File: src/rtl/hs_xfer_pkg.sv
package hs_xfer_pkg;
  typedef enum logic {IN_IDLE, IN_ACK} in_st_e;
  typedef enum logic [1:0] {OUT_IDLE, OUT_REQ, OUT_DRAIN} out_st_e;
endpackage

File: src/rtl/hs_xfer_in.sv
module hs_xfer_in
  import hs_xfer_pkg::*;
(
  input  logic clk_i,
  input  logic rst_ni,
  input  logic p_req_i,
  input  logic full_i,
  output logic p_ack_o,
  output logic capture_o
);
  in_st_e st_q, st_d;

  assign capture_o = (st_q == IN_IDLE) && p_req_i && !full_i;
  assign p_ack_o   = (st_q == IN_ACK);

  always_comb begin
    st_d = st_q;
    case (st_q)
      IN_IDLE: if (capture_o) st_d = IN_ACK;
      IN_ACK:  if (!p_req_i)  st_d = IN_IDLE;
      default: st_d = IN_IDLE;
    endcase
  end

  always_ff @(posedge clk_i or negedge rst_ni)
    if (!rst_ni) st_q <= IN_IDLE;
    else         st_q <= st_d;

  assert_ack_after_req_R2: assert property (@(posedge clk_i) disable iff (!rst_ni)
    $rose(p_ack_o) |-> $past(p_req_i));
  assert_ack_drop_after_req_low_R3: assert property (@(posedge clk_i) disable iff (!rst_ni)
    $fell(p_ack_o) |-> !$past(p_req_i));
endmodule

File: src/rtl/hs_xfer_store.sv
module hs_xfer_store #(
  parameter int DATA_W = 16
) (
  input  logic              clk_i,
  input  logic              rst_ni,
  input  logic              capture_i,
  input  logic              take_i,
  input  logic [DATA_W-1:0] data_i,
  output logic              full_o,
  output logic [DATA_W-1:0] data_o
);
  always_ff @(posedge clk_i or negedge rst_ni)
    if (!rst_ni) begin
      full_o <= 1'b0;
      data_o <= '0;
    end else begin
      if (capture_i) begin
        full_o <= 1'b1;
        data_o <= data_i;
      end else if (take_i) begin
        full_o <= 1'b0;
      end
    end

  assert_no_overwrite_R8: assert property (@(posedge clk_i) disable iff (!rst_ni)
    capture_i |-> !full_o);
  assert_no_double_take_R9: assert property (@(posedge clk_i) disable iff (!rst_ni)
    take_i |-> full_o);
endmodule

File: src/rtl/hs_xfer_out.sv
module hs_xfer_out
  import hs_xfer_pkg::*;
(
  input  logic clk_i,
  input  logic rst_ni,
  input  logic full_i,
  input  logic c_ack_i,
  output logic c_req_o,
  output logic take_o
);
  out_st_e st_q, st_d;

  assign c_req_o = (st_q == OUT_REQ);
  assign take_o  = (st_q == OUT_REQ) && c_ack_i;

  always_comb begin
    st_d = st_q;
    case (st_q)
      OUT_IDLE:  if (full_i)   st_d = OUT_REQ;
      OUT_REQ:   if (c_ack_i)  st_d = OUT_DRAIN;
      OUT_DRAIN: if (!c_ack_i) st_d = OUT_IDLE;
      default:   st_d = OUT_IDLE;
    endcase
  end

  always_ff @(posedge clk_i or negedge rst_ni)
    if (!rst_ni) st_q <= OUT_IDLE;
    else         st_q <= st_d;

  assert_req_needs_word_R4: assert property (@(posedge clk_i) disable iff (!rst_ni)
    c_req_o |-> full_i);
  assert_req_drop_after_ack_R6: assert property (@(posedge clk_i) disable iff (!rst_ni)
    $fell(c_req_o) |-> $past(c_ack_i));
endmodule

File: src/rtl/hs_xfer_reg.sv
module hs_xfer_reg #(
  parameter int DATA_W = 16
) (
  input  logic              clk_i,
  input  logic              rst_ni,
  input  logic [DATA_W-1:0] p_data_i,
  input  logic              p_req_i,
  output logic              p_ack_o,
  output logic [DATA_W-1:0] c_data_o,
  output logic              c_req_o,
  input  logic              c_ack_i
);
  logic full, capture, take;

  hs_xfer_in u_in (
    .clk_i, .rst_ni, .p_req_i, .full_i(full), .p_ack_o, .capture_o(capture)
  );

  hs_xfer_store #(.DATA_W(DATA_W)) u_store (
    .clk_i, .rst_ni, .capture_i(capture), .take_i(take),
    .data_i(p_data_i), .full_o(full), .data_o(c_data_o)
  );

  hs_xfer_out u_out (
    .clk_i, .rst_ni, .full_i(full), .c_ack_i, .c_req_o, .take_o(take)
  );

  assert_data_stable_R5: assert property (@(posedge clk_i) disable iff (!rst_ni)
    (c_req_o && $past(c_req_o)) |-> $stable(c_data_o));
endmodule

File: config.mk
export PLATFORM = sky130hd
export DESIGN_NAME = hs_xfer_reg
export DESIGN_NICKNAME = d
export VERILOG_FILES = /design/src/rtl/hs_xfer_pkg.sv /design/src/rtl/hs_xfer_in.sv /design/src/rtl/hs_xfer_store.sv /design/src/rtl/hs_xfer_out.sv /design/src/rtl/hs_xfer_reg.sv
export SDC_FILE = /design/constraint.sdc
export NUM_CORES = 1
export LEC_CHECK = 0
export BUFFER_PORTS_ARGS = -buffer_cell sky130_fd_sc_hd__buf_4
export CAP_MARGIN = 20
export CORE_UTILIZATION = 44
export DETAILED_ROUTE_END_ITERATION = 7
export PLACE_DENSITY = 0.78
export SLEW_MARGIN = 20
export SYNTH_ARGS = -nofsm -noshare
export SYNTH_HDL_FRONTEND = slang
export SYNTH_SLANG_ARGS = --single-unit
File: constraint.sdc
create_clock -name clk_i -period 2.08 [get_ports clk_i]
set_input_delay 0.312 -clock clk_i [delete_from_list [all_inputs] [get_ports clk_i]]
set_output_delay 0.312 -clock clk_i [all_outputs]
set_load 0.01 [all_outputs]
# ---- Word level (Yosys, flattened, before mapping)
# Index checks and enable logic that the tools add are counted.
dict set report word_totals {
  romBits 0
  reg_bits 20
  inputBits 20
  memories 0
  latch_bits 0
  ramBits 0
  output_inout_bits 18
}
dict set report classes {
  div_mod_pow 0
  multipliers 0
  n_reduce_logical 7
  n_bitwise 1
  order_cmp 0
  muxes 9
  shifts 0
  n_addsub 0
  eq_ne 5
}
# operator count
set ops {}
lappend ops {{two-way mux 2 bit} 3}
lappend ops {{case mux 2 bit (3 select lines)} 1}
lappend ops {{two-way mux 1 bit} 4}
lappend ops {{!= test 2 bit (second input constant)} 2}
lappend ops {{logical AND 1 bit} 3}
lappend ops {{AND reduction 3 bit} 1}
lappend ops {{equality test 2 x 1 -> 1 bit (second input constant)} 1}
lappend ops {{equality test 2 bit (second input constant)} 1}
lappend ops {{logical NOT 2 bit} 1}
lappend ops {{!= test 2 x 1 -> 1 bit (second input constant)} 1}
lappend ops {{case mux 1 bit (2 select lines)} 1}
lappend ops {{nonzero test 2 bit} 1}
lappend ops {{logical NOT 1 bit} 1}
lappend ops {{inverter 1 bit} 1}

# ---- Depth between registers and ports, before layout
# Gate-level depths: netlist (run 1).
dict set report logic_depth {
  depth_word 5
  depth_mapped 3
}

# ---- Modules after synthesis
# Synthesis (run 1) repeated with hierarchy kept, for this count alone.
dict set report hier_totals {
  hier_cells 50
  hier_area_um2 833.3
}
# module cells_per_inst seq_area_each_um2 area_each_um2 instances
set by_module_without_submodules {}
lappend by_module_without_submodules {hs_xfer_store 37 425.4 683.2 1}
lappend by_module_without_submodules {hs_xfer_out 9 50.0 101.3 1}
lappend by_module_without_submodules {hs_xfer_in 4 25.0 48.8 1}

# ---- Worst setup path after synthesis (run 1)
# No wires, ideal clock.
dict set report synth_timing {
  path_type {register to register}
  from {reg u_in.st_q (netlist: u_in.p_ack_o)}
  to {reg u_store.data_o[0]}
  arrival_ns 1.312
  path_buffers 1
  path_slack_ns 0.643
  period_less_slack_ns 1.437
  path_stages_with_launch 4
  path_cell_list {dfrtp_1 nor3b_4 buf_8 mux2_2}
}
dict set report synth_via {
  elab_chain_len 3
}
# element line
set synth_lines {}
lappend synth_lines {{start: declaration} hs_xfer_in.sv:11} ;# in_st_e st_q, st_d;
lappend synth_lines {{start signal: assignment} hs_xfer_in.sv:27} ;# else st_q <= st_d;
lappend synth_lines {{inverter 1 bit} --}
lappend synth_lines {{logical AND 1 bit (2 in series)} hs_xfer_in.sv:13} ;# assign capture_o = (st_q == IN_IDLE) && p_req_i && !full_i;
lappend synth_lines {{end signal: assignment} hs_xfer_store.sv:19} ;# data_o <= data_i;
lappend synth_lines {{end: declaration} hs_xfer_store.sv:10} ;# output logic [DATA_W-1:0] data_o
# No other way between the ends.
# A chain may end at the register's enable or synchronous reset.

# ---- Worst setup path after layout (run 1)
dict set report layout_timing {
  from {reg u_in.st_q (netlist: u_in.p_ack_o)}
  to {reg u_store.data_o[10]}
}
# Same word-level chain as after synthesis.

==> results by group, run 1 <==
STA
  • FMAX: 737 MHz
  • Unrepaired setup endpoints after global routing: no
  • Final period utilization: 65.2%
  • Setup Skew: 0.00143 ns
  • Final TNS setup: 0 ns
  • Fin. max-slew vios: 0
  • Headroom to the max-slew limit: 83.5%
  • Slew @ Worst Pin: 0.247 ns
  • Crit path time final: 1.36 ns
  • Final hold viol count: 0
  • Final setup viols: 0

Logic synthesis
  • Mapped Nets: 68
  • Synth Instances: 48
  • Post-synthesis cell type count: 13
  • Synthesis-stage register bit count: 20
  • Yosys warns: 0
  • Syn avg cell area: 16.3 um^2
  • Mapped Area: 781 um^2
  • Seq/Total Area, Yosys: 64.1%

Die
  • Die Y: 44.1 um
  • Io pins: 38
  • Core Box Area: 1580 um^2
  • # rows: 14
  • Starting Density: 49.5%
  • Area of the die: 1950 um^2
  • Die Wd: 44.1 um

Placed design
  • Placer congestion estimate: 0.704
  • Port Buf Inserts: 37
  • # placed instances: 101

Setup path
  • CP Data Required Time: 2.26 ns
  • Setup Crit Path Kind: register to register
  • Worst EP arrival: 1.54 ns
  • Startpoint types: register
  • Crit Path Max Fanout: 17
  • Crit end category: register

Global route
  • Initial antenna violation count: 0
  • Vias in the first global route: 558
  • First-pass GRT wire length: 2430 um
  • GR Overflow Total: 0
  • GRT Overall Usage: 17.4%
  • Largest net degree at the start of global routing: 21

Detailed routing
  • DRT iter0 DRCs: 4
  • Via count: 520
  • DR DRC count: 0
  • Total Wirelength: 1380 um
  • Routed Antenna Nets: 0
  • Via density: 4.95
  • Drt pass-1 iters: 6
  • Wire per inst: 13.2 um

Clocking
  • CTS tree: yes
  • Clock latency on the worst-skew pair: 0.29 ns
  • Clock sink total: 20
  • Reg clk slew, reported paths: 0.10 ns
  • H-tree levels: 1
  • CTS Buf Count: 3
  • Clock Tree Buf Depth: 2
  • Clock Root Buffer: clkbuf_4

Power and ir drop
  • Worst IR Drop VDD: 0.000762 V
  • LEAKAGE: 0.534 nW
  • Cell Pwr Density: 1410 nW/um^2

Status
  • Outcome: finished clean

Layout
  • Most frequent cells in the layout: buf_4 (38), dfrtp_1 (20), mux2_2 (16)
  • Final cell count without fillers: 105
  • Layout cell share with drive strength beyond 1: 66.3%
  • Area Growth Syn to Fin: 41.3%
  • Diode count: 0
  • Final net count: 111
  • Commonest non-fill, non-tap cell in the layout: buf_4

Min path
  • Worst min path class: input port to register

Flow run
  • Max_cap viols: 0
[sequential cells by signal (all words and copies together) (netlist names)]
register and cells:
u_out.st_q 2, u_store.full_o 1, u_store.data_o 16, u_in.p_ack_o 1
[repair_timing]
item / in CTS / in global routing
setup buffers: 0 / 0
hold endpoints to repair: 20 / 0
hold buffers: 1 / 0
gates resized for setup: 0 / 0
[path summary, 6_finish.rpt]
| path | slack [ns] | cells past startpoint | start | endpoint |
|---|---|---|---|---|
| worst max-delay path | 0.72 | 3 | u_in.p_ack_o$_DFF_PN0_ | u_store.data_o[10]$_DFFE_PN0P_ |
| worst min-delay path | 0.25 | 2 | p_data_i[3] | u_store.data_o[3]$_DFFE_PN0P_ |
| worst max register to register | 0.72 | 3 | u_in.p_ack_o$_DFF_PN0_ | u_store.data_o[10]$_DFFE_PN0P_ |
| worst min register to register | 0.48 | 1 | u_out.st_q[1]$_DFFE_PN0P_ | u_out.st_q[0]$_DFFE_PN0P_ |
| max in group asynchronous | 1.41 | 2 | rst_ni | u_out.st_q[0]$_DFFE_PN0P_ |
| min in group asynchronous | 0.47 | 2 | rst_ni | u_store.data_o[12]$_DFFE_PN0P_ |
[power by group]
| group | internal (mW) | switching [mW] |
|---|---|---|
| sequential | 0.580 | 0.115 |
| clock | 0.0673 | 0.107 |
| combinational | 0.429 | 0.256 |
[stage by stage]
stage	utilization (%)	total power [mW]	cell area, um^2	hold WS, ns	worst slack [ns]
after CTS	70.0	1.58	1100	0.237	0.703
after floorplan	-	1.05	781	0.0164	0.643
after global placement	67.9	1.38	1070	0.199	0.758
after global routing	70.0	1.66	1100	0.237	0.654
final	70.0	1.55	1100	0.246	0.723
after detailed placement	67.9	1.41	1070	0.202	0.721
[worst max-delay path: stages (launching register included)]
cell and delay (ns):
dfrtp_1 0.43, nor3b_4 0.19, buf_4 0.26, mux2_2 0.37
[Yosys cell counts (all sizes together)]
| cell type | instances | share of area [%] |
|---|---|---|
| a21boi | 1 | 0.96 |
| a21o | 1 | 1.1 |
| a21oi | 1 | 0.64 |
| buf | 1 | 1.9 |
| dfrtp | 20 | 64 |
| inv | 1 | 0.48 |
| mux2 | 16 | 23 |
| nand2b | 1 | 0.80 |
| nand3b | 1 | 0.96 |
| nor2b | 2 | 1.6 |
| nor3b | 1 | 2.4 |
| o21a | 1 | 0.96 |
| or2b | 1 | 0.96 |
[metal layers]
metal  part of all wire, %  up-vias  track usage [%]
li1                      -      250                -
met1                    41      256             20.8
met2                    56       12             30.3
met3                   3.4        2             2.45
met4                  0.29        0             9.09
met5                     0        -                0
[logic make-up after synthesis]
kind of cell | Yosys count | synth area share (%)
AOI/OAI and AO/OA | 4 | 3.69
buffers and inverters | 2 | 2.40
DFF | 20 | 64.1
muxes | 16 | 23.1
and+or+nand+nor | 6 | 6.73
[layout make-up]
type,instances,area (um^2)
Sequential cell,20,500
Fill cell,126,473
Timing Repair Buffer,39,295
Multi-Input combinational cell,26,262
Clock buffer,3,22.5
Tap cell,16,20.0
Inverter,1,3.75
(Power assumes the default switching activity.)
==> run 2, diff against run 1 <==
--- a/config.mk
+++ b/config.mk
@@ -7,9 +7,9 @@
 export LEC_CHECK = 0
 export BUFFER_PORTS_ARGS = -buffer_cell sky130_fd_sc_hd__buf_4
 export CAP_MARGIN = 20
-export CORE_UTILIZATION = 44
+export CORE_UTILIZATION = 43
 export DETAILED_ROUTE_END_ITERATION = 7
-export PLACE_DENSITY = 0.78
+export PLACE_DENSITY = 0.76
 export SLEW_MARGIN = 20
 export SYNTH_ARGS = -nofsm -noshare
 export SYNTH_HDL_FRONTEND = slang
==> constraint.sdc (replaced) <==
create_clock -name clk_i -period 1.4 [get_ports clk_i]
set_input_delay 0.21 -clock clk_i [delete_from_list [all_inputs] [get_ports clk_i]]
set_output_delay 0.21 -clock clk_i [all_outputs]
set_load 0.01 [all_outputs]
==> run 2 against run 1 <==
  * The flow now finishes with violations (DRC)
  * Global-route usage fell by 0.70 points
  * Die area rose by 2.2%
  * Critical path depth did not move
  * Non-clock buffer count rose by 1
  * Register-to-register slack got worse by 0.65 ns
  * Fmax rose by 2.1%
  * Final area rose by 1.7%
  * Combinational power rose by 50%
  * Count of clock-buffer cells in the layout did not move
  * Via count rose by 1.5%
  * Cell count rose by 9.5%
  * Critical path type unchanged
  * Critical endpoint is now u_store.data_o[8]$_DFFE_PN0P_
  * Largest cell class unchanged
==> results by group, run 2 (synthesized netlist as in run 1, its figures left out) <==
Min path
  • Worst min path class: input port to register (unchanged)
  • Hold Crit Depth: 2 (unchanged)

Layout
  • Commonest non-fill, non-tap cell in the layout: buf_4 (unchanged)
  • Final Util: 65.7% (was 70.0%)
  • Diode count: 0 (unchanged)
  • Fillers: 137 (was 126)
  • Final Cell Area: 1120 um^2 (was 1100 um^2)
  • Most frequent cells in the layout: buf_4 (39), dfrtp_1 (20), mux2_2 (16) (was buf_4 (38), dfrtp_1 (20), mux2_2 (16))
  • Area Growth Syn to Fin: 43.8% (was 41.3%)
  • Largest register FFs: 16 (unchanged)
  • Final net count: 112 (was 111)
  • Largest Register: u_store.data_o (unchanged)
  • Layout cell share with drive strength beyond 1: 66.7% (was 66.3%)
  • Top flop regs: u_store.data_o (16), u_out.st_q (2) (unchanged)
  • Final cell count without fillers: 115 (was 105)

Die
  • Die Wd: 44.6 um (was 44.1 um)
  • Starting Density: 45.7% (was 49.5%)
  • Core Box Area: 1710 um^2 (was 1580 um^2)
  • Die Y: 44.6 um (was 44.1 um)
  • # rows: 15 (was 14)
  • Io pins: 38 (unchanged)
  • Area of the die: 1990 um^2 (was 1950 um^2)

Placed design
  • DP Worst Slack: 0.0770 ns (was 0.721 ns)
  • Placed cell area: 1090 um^2 (was 1070 um^2)
  • # placed instances: 111 (was 101)
  • Placer congestion estimate: 0.692 (was 0.704)
  • Port Buf Inserts: 37 (unchanged)

Detailed routing
  • DR DRC count: 4 (was 0)
  • Routed Antenna Nets: 0 (unchanged)
  • Via count: 528 (was 520)
  • Drt pass-1 iters: 5 (was 6)
  • Total Wirelength: 1420 um (was 1380 um)
  • Wire per inst: 12.4 um (was 13.2 um)
  • DRT iter0 DRCs: 8 (was 4)
  • Via density: 4.59 (was 4.95)

STA
  • Final period utilization: 94.9% (was 65.2%)
  • Setup ws final: 0.0714 ns (was 0.723 ns)
  • Final hold viol count: 0 (unchanged)
  • Fin Hold WS: 0.141 ns (was 0.246 ns)
  • FMAX: 753 MHz (was 737 MHz)
  • Final TNS setup: 0 ns (unchanged)
  • Fin. max-slew vios: 0 (unchanged)
  • Headroom to the max-slew limit: 83.4% (was 83.5%)
  • Setup Skew: 0.00424 ns (was 0.00143 ns)
  • Final setup viols: 0 (unchanged)
  • Crit path time final: 1.33 ns (was 1.36 ns)
  • Slew @ Worst Pin: 0.249 ns (was 0.247 ns)
  • Unrepaired setup endpoints after global routing: no (unchanged)

Setup path
  • Startpoint types: register (unchanged)
  • CP Data Required Time: 1.58 ns (was 2.26 ns)
  • Setup Crit Path Kind: register to register (unchanged)
  • FF-to-FF path depth: 3 (unchanged)
  • Crit Path Max Fanout: 10 (was 17)
  • Worst EP arrival: 1.51 ns (was 1.54 ns)
  • Crit end category: register (unchanged)

Global route
  • Initial antenna violation count: 0 (unchanged)
  • GR Overflow Total: 0 (unchanged)
  • Vias in the first global route: 534 (was 558)
  • First-pass GRT wire length: 2280 um (was 2430 um)
  • GRT Overall Usage: 16.7% (was 17.4%)
  • Largest net degree at the start of global routing: 21 (unchanged)

Clocking
  • H-tree levels: 1 (unchanged)
  • Clock Tree Buf Depth: 2 (unchanged)
  • CTS tree: yes (unchanged)
  • Clock Root Buffer: clkbuf_4 (unchanged)
  • # resized after CTS: 0 (unchanged)
  • CTS Buf Count: 3 (unchanged)
  • Clock latency on the worst-skew pair: 0.29 ns (about the same)
  • Reg clk slew, reported paths: 0.10 ns (about the same)
  • Clock sink total: 20 (unchanged)

Power and ir drop
  • Cell Pwr Density: 2070 nW/um^2 (was 1410 nW/um^2)
  • LEAKAGE: 0.539 nW (was 0.534 nW)
  • Power, Total: 2.33 mW (was 1.55 mW)
  • Worst IR Drop VDD: 0.00113 V (was 0.000762 V)

Status
  • Outcome: finished with violations (was finished clean)
  • Failing checks: DRC

Flow run
  • Max_cap viols: 0 (unchanged)
## run 2: cell types whose count changed in the layout (fill, tap and decap cells not counted)
cell,before,now
buf_4,38,39
## run 2: critical path: stages (launching register included)
cell     delay, ns
dfrtp_1       0.44
nor3b_4       0.22
buf_4         0.22
mux2_2        0.35
## run 2: cell type report
cell class / count / area (um^2) / area share (%)
Tap cell: 25 / 31.3 / 2.79
Timing Repair Buffer: 40 / 303 / 27.0
Sequential cell: 20 / 500 / 44.6
Clock buffer: 3 / 22.5 / 2.01
Inverter: 1 / 3.75 / 0.334
Multi-Input combinational cell: 26 / 262 / 23.3
## run 2: repair_timing
item,4_1_cts,5_1_grt
hold endpoints to repair,20,0
buffers inserted,0,0
hold buffers,1,0
## run 2: path summary, 6_finish.rpt
path | slack (ns) | start | to
worst max-delay path | 0.07 | u_store.full_o$_DFFE_PN0P_ | u_store.data_o[8]$_DFFE_PN0P_
worst min-delay path | 0.14 | c_ack_i | u_out.st_q[1]$_DFFE_PN0P_
worst max register to register | 0.07 | u_store.full_o$_DFFE_PN0P_ | u_store.data_o[8]$_DFFE_PN0P_
worst min register to register | 0.48 | u_out.st_q[1]$_DFFE_PN0P_ | u_out.st_q[0]$_DFFE_PN0P_
max in group asynchronous | 0.87 | rst_ni | u_store.data_o[2]$_DFFE_PN0P_
min in group asynchronous | 0.32 | rst_ni | u_out.st_q[0]$_DFFE_PN0P_
## run 2: power by group
part	switching [mW]	leakage (nW)	total (mW)	internal (mW)
logic	0.382	0.287	1.03	0.648
clock network	0.160	0.0138	0.260	0.0999
registers	0.174	0.238	1.04	0.862
total	0.716	0.539	2.33	1.61
## run 2: metal layers
| layer | vias to the layer above | GRT usage, % | routed length [um] |
|---|---|---|---|
| li1 | 251 | - | - |
| met2 | 10 | 27.4 | 785 |
| met5 | - | 0 | 0 |
| met1 | 265 | 20.4 | 591 |
| met3 | 2 | 2.45 | 27 |
| met4 | 0 | 10.9 | 19 |
==> run 3, diff against run 2 <==
--- a/config.mk
+++ b/config.mk
@@ -5,11 +5,12 @@
 export SDC_FILE = /design/constraint.sdc
 export NUM_CORES = 1
 export LEC_CHECK = 0
+export ABC_AREA = 1
 export BUFFER_PORTS_ARGS = -buffer_cell sky130_fd_sc_hd__buf_4
 export CAP_MARGIN = 20
-export CORE_UTILIZATION = 43
+export CORE_UTILIZATION = 44
 export DETAILED_ROUTE_END_ITERATION = 7
-export PLACE_DENSITY = 0.76
+export PLACE_DENSITY = 0.77
 export SLEW_MARGIN = 20
 export SYNTH_ARGS = -nofsm -noshare
 export SYNTH_HDL_FRONTEND = slang
==> run 3 against run 2 <==
  * The flow now finishes without violations
  * Highest routed layer unchanged
  * Clock skew decreased by 0.0019 ns
  * Worst setup slack better by 0.14 ns
  * Fmax is 12% higher
  * Largest cell class unchanged
  * Total power grew 3.9%
==> results by group, run 3 <==
Status
  • Outcome: finished clean (was finished with violations)

Setup path
  • CP startpoint: u_out.st_q[0]$_DFFE_PN0P_ (was u_store.full_o$_DFFE_PN0P_)
  • Setup Crit Path Kind: register to output pin (was register to register)
  • Crit end category: output pin (was register)
  • CP Data Required Time: 1.19 ns (was 1.58 ns)
  • Startpoint types: register (unchanged)
  • FF-to-FF Start: u_store.full_o$_DFFE_PN0P_ (unchanged)
  • Crit Path Max Fanout: 3 (was 10)
  • Worst EP arrival: 0.98 ns (was 1.51 ns)

Logic synthesis
  • Asr flop ratio synth: 100% (unchanged)
  • Syn avg cell area: 9.43 um^2 (was 16.3 um^2)
  • Mapped Area: 840 um^2 (was 781 um^2)
  • Seq/Total Area, Yosys: 59.6% (was 64.1%)
  • Most used DFF post-synth: dfrtp_1 (unchanged)
  • Post-synthesis cell type count: 11 (was 13)
  • Synthesis-stage register bit count: 20 (unchanged)
  • Synth Instances: 89 (was 48)
  • Synth area leaders: dfrtp_1 (60%), nand2_1 (17%), nand4_1 (12%) (was dfrtp_1 (64%), mux2_2 (23%), nor3b_4 (2.4%))
  • Yosys top cell area share: 59.6% (was 64.1%)
  • Post-synth top area cell: dfrtp_1 (unchanged)
  • Synth cell count leaders: nand2_1 (39), dfrtp_1 (20), nand4_1 (16) (was dfrtp_1 (20), mux2_2 (16), nor2b_1 (2))
  • Yosys warns: 0 (unchanged)
  • Post-synth EDFFs: 0 (unchanged)
  • Most frequent cell after synthesis: nand2_1 (was dfrtp_1)
  • Mapped Nets: 109 (was 68)

Detailed routing
  • Post-Route M1 WL: 828 um (was 591 um)
  • Drt pass-1 iters: 4 (was 5)
  • Wire per inst: 11.9 um (was 12.4 um)
  • Via count: 758 (was 528)
  • DRT iter0 DRCs: 9 (was 8)
  • Routed Antenna Nets: 0 (unchanged)
  • Total Wirelength: 1810 um (was 1420 um)
  • Via density: 4.99 (was 4.59)
  • Uppermost layer routed: met4 (unchanged)
  • DR DRC count: 0 (was 4)
  • Met3 WL post-DR: 48 um (was 27 um)
  • Wire length on met2: 917 um (was 785 um)

Placed design
  • Port Buf Inserts: 37 (unchanged)
  • # placed instances: 148 (was 111)
  • DP Worst Slack: 0.304 ns (was 0.0770 ns)
  • Placer congestion estimate: 0.712 (was 0.692)
  • Placed cell area: 1120 um^2 (was 1090 um^2)
  • Final HPWL DP: 1340 um

Min path
  • Hold Startpoint: c_ack_i (unchanged)
  • Worst min path class: input port to register (unchanged)

Die
  • Io pins: 38 (unchanged)
  • Core Box Area: 1760 um^2 (was 1710 um^2)
  • Die Wd: 45.7 um (was 44.6 um)
  • Starting Density: 47.6% (was 45.7%)
  • Area of the die: 2090 um^2 (was 1990 um^2)
  • Die Y: 45.7 um (was 44.6 um)
  • # rows: 15 (unchanged)

Clocking
  • Clock Root Buffer: clkbuf_4 (unchanged)
  • Post-CTS setup buffers: 0 (unchanged)
  • H-tree levels: 1 (unchanged)
  • Reg clk slew, reported paths: 0.10 ns (about the same)
  • CTS Buf Count: 3 (unchanged)
  • Clock sink total: 20 (unchanged)
  • CTS tree: yes (unchanged)
  • Hold_buf cts: 1 (unchanged)
  • Clock Tree Buf Depth: 2 (unchanged)
  • # resized after CTS: 0 (unchanged)
  • Clock latency on the worst-skew pair: 0.29 ns (about the same)

STA
  • Slew @ Worst Pin: 0.243 ns (was 0.249 ns)
  • Final TNS setup: 0 ns (unchanged)
  • Crit path time final: 1.19 ns (was 1.33 ns)
  • Fin Hold WS: 0.160 ns (was 0.141 ns)
  • Final period utilization: 84.8% (was 94.9%)
  • FMAX: 842 MHz (was 753 MHz)
  • Headroom to the max-slew limit: 83.8% (was 83.4%)
  • Setup ws final: 0.213 ns (was 0.0714 ns)
  • Fin. max-slew vios: 0 (unchanged)
  • Final hold viol count: 0 (unchanged)
  • Setup Skew: 0.00230 ns (was 0.00424 ns)
  • Final setup viols: 0 (unchanged)
  • Unrepaired setup endpoints after global routing: no (unchanged)

Global route
  • Largest net degree at the start of global routing: 21 (unchanged)
  • First-pass GRT wire length: 3090 um (was 2280 um)
  • GR Overflow Total: 0 (unchanged)
  • Vias in the first global route: 702 (was 534)
  • Initial antenna violation count: 0 (unchanged)
  • GRT Overall Usage: 20.9% (was 16.7%)

Flow run
  • Max_cap viols: 0 (unchanged)

Layout
  • Largest Register: u_store.data_o (unchanged)
  • Final cell count without fillers: 152 (was 115)
  • Fillers: 164 (was 137)
  • Area Growth Syn to Fin: 37.6% (was 43.8%)
  • Largest register FFs: 16 (unchanged)
  • Diode count: 0 (unchanged)
  • Most frequent cells in the layout: nand2_1 (39), buf_4 (39), dfrtp_1 (20) (was buf_4 (39), dfrtp_1 (20), mux2_2 (16))
  • Final net count: 149 (was 112)
  • Final Util: 65.5% (was 65.7%)
  • Top flop regs: u_store.data_o (16), u_out.st_q (2) (unchanged)
  • Final Cell Area: 1150 um^2 (was 1120 um^2)
  • Layout cell share with drive strength beyond 1: 35.4% (was 66.7%)

Power and ir drop
  • Power, Total: 2.42 mW (was 2.33 mW)
  • Worst IR Drop VDD: 0.00104 V (was 0.00113 V)
  • LEAKAGE: 0.642 nW (was 0.539 nW)
  • Cell Pwr Density: 2090 nW/um^2 (was 2070 nW/um^2)
-- run 3: cells by family (layout without fill, tap and decap cells) --
| family | after synthesis | count (layout) | share of synthesized area (%) |
|---|---|---|---|
| buf+inv | 9 | 47 | 6.71 |
| flops | 20 | 20 | 59.6 |
| compound gates | 1 | 1 | 0.596 |
| simple gates | 59 | 59 | 33.1 |
-- run 3: area by class of cell --
| type | instances | area [um^2] | share of cell area (%) |
|---|---|---|---|
| clock buffer | 3 | 22.5 | 1.95 |
| inverter | 4 | 15.0 | 1.30 |
| multi-input combinational | 60 | 283 | 24.5 |
| sequential | 20 | 500 | 43.3 |
| tap | 25 | 31.3 | 2.71 |
| timing repair buffer | 40 | 303 | 26.2 |
-- run 3: worst paths after layout --
check                                                     end  slack (ns)  cells after the start
max in group asynchronous       u_store.data_o[6]$_DFFE_PN0P_        0.88                      2
worst max register to register  u_store.data_o[6]$_DFFE_PN0P_        0.30                      4
worst min-delay path                u_out.st_q[1]$_DFFE_PN0P_        0.16                      3
worst max-delay path                                  c_req_o        0.21                      3
worst min register to register  u_store.data_o[3]$_DFFE_PN0P_        0.48                      2
min in group asynchronous           u_out.st_q[1]$_DFFE_PN0P_        0.32                      2
-- run 3: metal layers --
metal,track usage [%],up-vias
li1,-,376
met1,30.3,365
met2,30.6,15
met3,2.38,2
met4,10.9,0
met5,0,-
-- run 3: power by group --
part / total (mW) / switching, mW / internal [mW]
clock: 0.255 / 0.155 / 0.0999
sequential: 1.01 / 0.163 / 0.852
combinational: 1.15 / 0.620 / 0.527
total: 2.42 / 0.938 / 1.48
-- run 3: critical path: stages (launching register included) --
cell and delay (ns):
dfrtp_1 0.40, inv_1 0.10, nor2_1 0.05, buf_4 0.13
